### config.mk
export PLATFORM = sky130hd
export DESIGN_NAME = rdsem_wrap
export DESIGN_NICKNAME = d
export VERILOG_FILES = /design/src/rtl/rdsem_pkg.sv /design/src/rtl/rdsem_core.sv /design/src/rtl/rdsem_ctrl.sv /design/src/rtl/rdsem_datapath.sv /design/src/rtl/rdsem_wrap.sv
export SDC_FILE = /design/constraint.sdc
export NUM_CORES = 1
export LEC_CHECK = 0
export BUFFER_PORTS_ARGS = -buffer_cell sky130_fd_sc_hd__buf_4
export CAP_MARGIN = 15
export CORE_MARGIN = 3
export CORE_UTILIZATION = 39
export CTS_CLUSTER_SIZE = 16
export DETAILED_ROUTE_END_ITERATION = 10
export HOLD_SLACK_MARGIN = 0.02
export PLACE_DENSITY = 0.59
export SYNTH_ARGS = -nofsm -noshare
export SYNTH_HDL_FRONTEND = slang
export SYNTH_SLANG_ARGS = --single-unit
### constraint.sdc
create_clock -name clk -period 3 [get_ports clk]
set_input_delay 0.15 -clock clk [delete_from_list [all_inputs] [get_ports clk]]
set_output_delay 0.15 -clock clk [all_outputs]
set_load 0.03 [all_outputs]
### src/rtl/rdsem_pkg.sv
package rdsem_pkg;

  localparam int COLL_RDFIRST  = 0;
  localparam int COLL_WRFIRST  = 1;
  localparam int COLL_DONTCARE = 2;

  localparam int RK_NONE  = 0;
  localparam int RK_SYNC  = 1;
  localparam int RK_ASYNC = 2;

  typedef enum logic [1:0] {
    SEL_INIT = 2'd0,
    SEL_RSTV = 2'd1,
    SEL_ARR  = 2'd2,
    SEL_FWD  = 2'd3
  } selT;

  typedef struct packed {
    logic selLoad;
    selT  selNext;
    logic fwdLoad;
  } strobeT;

endpackage

### src/rtl/rdsem_core.sv
module rdsem_core #(
  parameter int DATA_W = 16,
  parameter int ADDR_W = 4
) (
  input  logic              clk,
  input  logic              wrEn,
  input  logic [ADDR_W-1:0] wrAddr,
  input  logic [DATA_W-1:0] wrData,
  input  logic              rdEn,
  input  logic [ADDR_W-1:0] rdAddr,
  output logic [DATA_W-1:0] coreQ
);
  localparam int DEPTH = 1 << ADDR_W;

  logic [DATA_W-1:0] mem [DEPTH];

  // write port
  always_ff @(posedge clk) begin
    if (wrEn) mem[wrAddr] <= wrData;
  end

  // bare read port: samples the old contents on a same-address write
  always_ff @(posedge clk) begin
    if (rdEn) coreQ <= mem[rdAddr];
  end
endmodule

### src/rtl/rdsem_ctrl.sv
module rdsem_ctrl
  import rdsem_pkg::*;
#(
  parameter int ADDR_W      = 4,
  parameter int COLL_MODE   = COLL_WRFIRST,
  parameter int RST_KIND    = RK_SYNC,
  parameter bit RST_OVER_EN = 1'b1
) (
  input  logic              wrEn,
  input  logic [ADDR_W-1:0] wrAddr,
  input  logic              rdEn,
  input  logic [ADDR_W-1:0] rdAddr,
  input  logic              rdRst,
  output strobeT            strobe
);
  logic addrHit;
  logic syncRstHit;

  assign addrHit = wrEn && rdEn && (wrAddr == rdAddr);

  generate
    if (RST_KIND == RK_SYNC) begin : g_sync
      if (RST_OVER_EN) begin : g_rstwins
        assign syncRstHit = rdRst;
      end else begin : g_enwins
        assign syncRstHit = rdRst && rdEn;
      end
    end else begin : g_nosync
      assign syncRstHit = 1'b0;
    end
  endgenerate

  always_comb begin
    strobe = '{selLoad: 1'b0, selNext: SEL_ARR, fwdLoad: 1'b0};
    if (syncRstHit) begin
      strobe.selLoad = 1'b1;
      strobe.selNext = SEL_RSTV;
    end else if (rdEn) begin
      strobe.selLoad = 1'b1;
      if (COLL_MODE == COLL_WRFIRST && addrHit) begin
        strobe.selNext = SEL_FWD;
        strobe.fwdLoad = 1'b1;
      end else begin
        strobe.selNext = SEL_ARR;
      end
    end
  end
endmodule

### src/rtl/rdsem_datapath.sv
module rdsem_datapath
  import rdsem_pkg::*;
#(
  parameter int              DATA_W   = 16,
  parameter int              RST_KIND = RK_SYNC,
  parameter logic [DATA_W-1:0] RST_VAL  = '0,
  parameter logic [DATA_W-1:0] INIT_VAL = '0
) (
  input  logic              clk,
  input  logic              rdRst,
  input  strobeT            strobe,
  input  logic [DATA_W-1:0] wrData,
  input  logic [DATA_W-1:0] coreQ,
  output logic [DATA_W-1:0] rdData
);
  selT               selQ = SEL_INIT;
  logic [DATA_W-1:0] fwdQ;

  generate
    if (RST_KIND == RK_ASYNC) begin : g_async
      always_ff @(posedge clk or posedge rdRst) begin
        if (rdRst)               selQ <= SEL_RSTV;
        else if (strobe.selLoad) selQ <= strobe.selNext;
      end
    end else begin : g_clocked
      always_ff @(posedge clk) begin
        if (strobe.selLoad) selQ <= strobe.selNext;
      end
    end
  endgenerate

  always_ff @(posedge clk) begin
    if (strobe.fwdLoad) fwdQ <= wrData;
  end

  always_comb begin
    case (selQ)
      SEL_INIT: rdData = INIT_VAL;
      SEL_RSTV: rdData = RST_VAL;
      SEL_FWD:  rdData = fwdQ;
      default:  rdData = coreQ;
    endcase
  end
endmodule

### src/rtl/rdsem_wrap.sv
module rdsem_wrap
  import rdsem_pkg::*;
#(
  parameter int              DATA_W      = 16,
  parameter int              ADDR_W      = 4,
  parameter int              COLL_MODE   = COLL_WRFIRST,
  parameter int              RST_KIND    = RK_SYNC,
  parameter bit              RST_OVER_EN = 1'b1,
  parameter logic [DATA_W-1:0] RST_VAL     = 16'hBEEF,
  parameter logic [DATA_W-1:0] INIT_VAL    = 16'h1234
) (
  input  logic              clk,
  input  logic              wrEn,
  input  logic [ADDR_W-1:0] wrAddr,
  input  logic [DATA_W-1:0] wrData,
  input  logic              rdEn,
  input  logic [ADDR_W-1:0] rdAddr,
  input  logic              rdRst,
  output logic [DATA_W-1:0] rdData
);
  strobeT            strobe;
  logic [DATA_W-1:0] coreQ;

  rdsem_core #(.DATA_W(DATA_W), .ADDR_W(ADDR_W)) i_core (
    .clk(clk), .wrEn(wrEn), .wrAddr(wrAddr), .wrData(wrData),
    .rdEn(rdEn), .rdAddr(rdAddr), .coreQ(coreQ)
  );

  rdsem_ctrl #(
    .ADDR_W(ADDR_W), .COLL_MODE(COLL_MODE),
    .RST_KIND(RST_KIND), .RST_OVER_EN(RST_OVER_EN)
  ) i_ctrl (
    .wrEn(wrEn), .wrAddr(wrAddr), .rdEn(rdEn), .rdAddr(rdAddr),
    .rdRst(rdRst), .strobe(strobe)
  );

  rdsem_datapath #(
    .DATA_W(DATA_W), .RST_KIND(RST_KIND),
    .RST_VAL(RST_VAL), .INIT_VAL(INIT_VAL)
  ) i_dp (
    .clk(clk), .rdRst(rdRst), .strobe(strobe), .wrData(wrData),
    .coreQ(coreQ), .rdData(rdData)
  );
endmodule

==> parameters.txt <==
Parameter                              Value

CTS
  Total clock buffers created by CTS ... 29
  Later-pin clock latency in the skew report ... 0.54 ns
  CTS Buffer Depth ... 3
  Cells resized by post-CTS repair ... 0
  Clock H-tree levels ... 1
  Worst-path clk slew ... 0.06 ns
  CTS tree ... built
  Clock tree root driver cell ... sky130_fd_sc_hd__clkbuf_16
  Clock sink count ... 290

STA
  Achievable frequency ... 0.395 GHz
  Worst-margin pin slew ... 1.05 ns
  Hold violation count in the final report ... 0
  Final setup violating endpoints ... 0
  Final-layout worst hold slack ... 0.0565 ns
  Final worst-path cycle share ... 84.4%
  Max-slew violations ... 0
  Final WS setup ... 0.468 ns
  Clock skew ... 0.00759 ns
  Unrepaired setup endpoints after global routing ... false
  Crit path time final ... 2.53 ns
  Normalized max-slew margin ... 29.8%
  Total negative slack for setup checks ... 0 ns

Logic synthesis
  Post-Syn Area ... 11100 sq um
  Share of the yosys chip area belonging to registers ... 78.6%
  Library cells used by synthesis ... 24
  Cells after Synth ... 509
  Synth top area cells ... sky130_fd_sc_hd__edfxtp_1 (79%), sky130_fd_sc_hd__mux4_2 (10%), sky130_fd_sc_hd__mux4_1 (3.1%), sky130_fd_sc_hd__a22oi_1 (2.2%), sky130_fd_sc_hd__nor2_1 (1.1%)
  Fraction of synthesis flops using an asynchronous set or reset pin ... 0%
  Net count after synthesis ... 537
  Synth area leader ... sky130_fd_sc_hd__edfxtp_1
  Post-synth EDFFs ... 290
  Flip-flop cell with the highest count after synthesis ... sky130_fd_sc_hd__edfxtp_1
  Most numerous cell in the Yosys netlist ... sky130_fd_sc_hd__edfxtp_1
  Post-synth top cells ... sky130_fd_sc_hd__edfxtp_1 (290), sky130_fd_sc_hd__mux4_2 (51), sky130_fd_sc_hd__a22oi_1 (32), sky130_fd_sc_hd__nor2_1 (31), sky130_fd_sc_hd__nand2_1 (23)
  Average cell area after synthesis ... 21.8 sq um
  Synthesis-stage register bit count ... 290
  Portion of synthesized cell area occupied by the leading cell type ... 78.6%
  Yosys Warn Count ... 0

Detailed routing
  Vias post-DR ... 5414
  Post-detailed-route via-to-cell ratio ... 5.43
  Average routed wire per standard cell ... 25.4 microns
  Total routed wirelength ... 25300 microns
  Detail Route Antenna Nets ... 0
  First drt pass iteration count ... 5
  Post-detailed-route DRC marker count ... 0
  DRC marker count from the first detailed-route iteration ... 511

Worst setup path
  Required time worst endpoint ... 2.85 ns
  Max FO, Critical Path ... 18
  Critical R2R Launch ... i_core.mem[3][7]
  Type of element launching the critical path ... flip-flop
  Launching element of the worst setup path ... i_dp.selQ[1]
  Worst path arrival time ... 2.38 ns
  FF-to-FF path depth ... 3
  Critical Path End ... rdData[3]
  Register-to-register setup slack ... 1.52 ns
  Critical path class ... reg2out
  Capture point of the worst reg-to-reg path ... i_core.coreQ[7]
  CP endpoint kind ... output pin

Global routing
  Total global routing overflow ... 0
  Largest net degree at the start of global routing ... 36
  First-pass GRT wire length ... 37200 microns
  Vias in the first global route ... 5530
  Global routing usage summed across all routing layers ... 16.5%
  Initial antenna violation count ... 1

Placement
  Detailed placement HPWL ... 14700 microns
  Number of buffers inserted by port buffering ... 43
  Dpl ws ... 0.814 ns
  Last weighted congestion value of the routability-driven placer ... 0.746

Pwr
  Ratio of total power to cell area ... 663 nW/um^2
  Peak VDD IR ... 0.307 mV
  Leakage power ... 4.27 nW
  Design Power ... 0.00866 W

Final layout
  Area added between synthesis and finish ... 18.0%
  Sequential cell area ... 8710 sq um
  Final Net Count ... 628
  Number of diodes added for antenna fixing ... 0
  Area used by multi-input combinational logic ... 2260 sq um
  Count of fill cells added during filler insertion ... 2284
  Fraction of final layout cells with drive strength greater than 1 ... 28.6%

Floorplan
  Die Y-Extent ... 175 microns
  Core box area ... 27900 sq um
  Row count ... 61
  Area enclosed by the die boundary ... 30500 sq um
  Initial standard-cell utilization of the core ... 39.8%
  Chip width ... 175 microns
  Number of top-level design ports ... 44

Worst hold path
  Path category of the worst min-delay check ... in2reg

Status
  Outcome ... finished, final reports clean

Job
  Number of maximum-capacitance violations ... 0
-- how the worst min path moves through the flow --
stage,start,slack (ns),cells after the start,end
global placement,rdRst,0.43,2,i_dp.selQ[1]
finish,rdEn,0.06,1,i_core.coreQ[13]
floorplan,wrData[0],0.25,0,i_core.mem[0][0]
detailed placement,rdRst,0.45,2,i_dp.selQ[1]
CTS,rdEn,0.04,1,i_core.coreQ[13]
global route,rdEn,0.04,1,i_core.coreQ[13]
-- metal layers --
layer	track usage, %	up-vias	part of all wire [%]
met5	0	-	0.051
met2	24.9	182	46
met3	2.75	28	6.5
met1	25.8	2899	46
met4	3.22	2	1.3
li1	-	2303	-
-- worst max-delay path: stages, from the launching register on --
cell and delay [ns]:
sky130_fd_sc_hd__edfxtp_1 0.82, sky130_fd_sc_hd__nand2_1 0.52, sky130_fd_sc_hd__nor2_1 0.21, sky130_fd_sc_hd__nor2_1 0.12, sky130_fd_sc_hd__buf_4 0.18
-- per-stage QoR --
step	cells	area, sq um	utilization (%)
final	997	13100	46.9
after detailed placement	930	12000	43.0
after global routing	997	13100	46.9
after floorplan	509	11100	-
after global placement	930	12000	43.0
after CTS	997	13100	46.9
-- where the power goes --
part	total [W]	switching, W	internal (W)	leakage, nW
sequential	0.00460	0.0000346	0.00456	2.64
combinational	0.000552	0.000332	0.000220	1.18
clock	0.00351	0.00141	0.00210	0.448
-- cells in the final DEF (no fill, tap or decap) --
master / instances
sky130_fd_sc_hd__a21oi_1: 9
sky130_fd_sc_hd__a22oi_1: 32
sky130_fd_sc_hd__and2_1: 1
sky130_fd_sc_hd__buf_12: 1
sky130_fd_sc_hd__buf_4: 69
sky130_fd_sc_hd__bufinv_16: 4
sky130_fd_sc_hd__clkbuf_1: 6
sky130_fd_sc_hd__clkbuf_16: 29
sky130_fd_sc_hd__clkinv_1: 7
sky130_fd_sc_hd__clkinv_2: 4
sky130_fd_sc_hd__dlygate4sd3_1: 17
sky130_fd_sc_hd__edfxtp_1: 290
sky130_fd_sc_hd__inv_1: 1
sky130_fd_sc_hd__mux2i_1: 6
sky130_fd_sc_hd__mux4_1: 13
sky130_fd_sc_hd__mux4_2: 51
sky130_fd_sc_hd__nand2_1: 23
sky130_fd_sc_hd__nand2b_1: 2
sky130_fd_sc_hd__nand3_1: 2
sky130_fd_sc_hd__nand3b_1: 2
sky130_fd_sc_hd__nand4_1: 1
sky130_fd_sc_hd__nor2_1: 19
sky130_fd_sc_hd__nor2_2: 12
sky130_fd_sc_hd__nor2b_1: 5
sky130_fd_sc_hd__nor3_2: 5
sky130_fd_sc_hd__o21ai_0: 2
sky130_fd_sc_hd__or2_2: 1
sky130_fd_sc_hd__or3b_2: 1
sky130_fd_sc_hd__xnor2_1: 4
-- kinds of logic (layout without fill, tap and decap cells) --
logic type | Yosys count | in the layout | synth area share (%)
simple gates | 74 | 74 | 2.93
xor+xnor | 4 | 4 | 0.316
compound gates | 43 | 43 | 2.67
buf+inv | 28 | 138 | 1.49
mux | 70 | 70 | 14.0
flops | 290 | 290 | 78.6
-- sequential cells by signal, indices dropped and copies added, names as in the netlist --
| signal | cells |
|---|---|
| i_core.mem | 256 |
| i_core.coreQ | 16 |
| i_dp.fwdQ | 16 |
| i_dp.selQ | 2 |
-- what timing repair did --
item / 4_1_cts / 5_1_grt
hold endpoints to repair: 276 / 0
hold buffers: 17 / 0
buffers inserted: 0 / 0
endpoints found under the setup margin: 0 / 0
-- area by class of cell --
cell class | count | share of cell area, %
clock buffers | 35 | 5.73
clock inverters | 15 | 1.27
inverters | 1 | 0.0287
multi-input cells | 191 | 17.3
flip-flops and latches | 290 | 66.6
well taps | 378 | 3.62
repair buffers | 87 | 5.42
No activity file was read; power rests on OpenSTA's default activity.
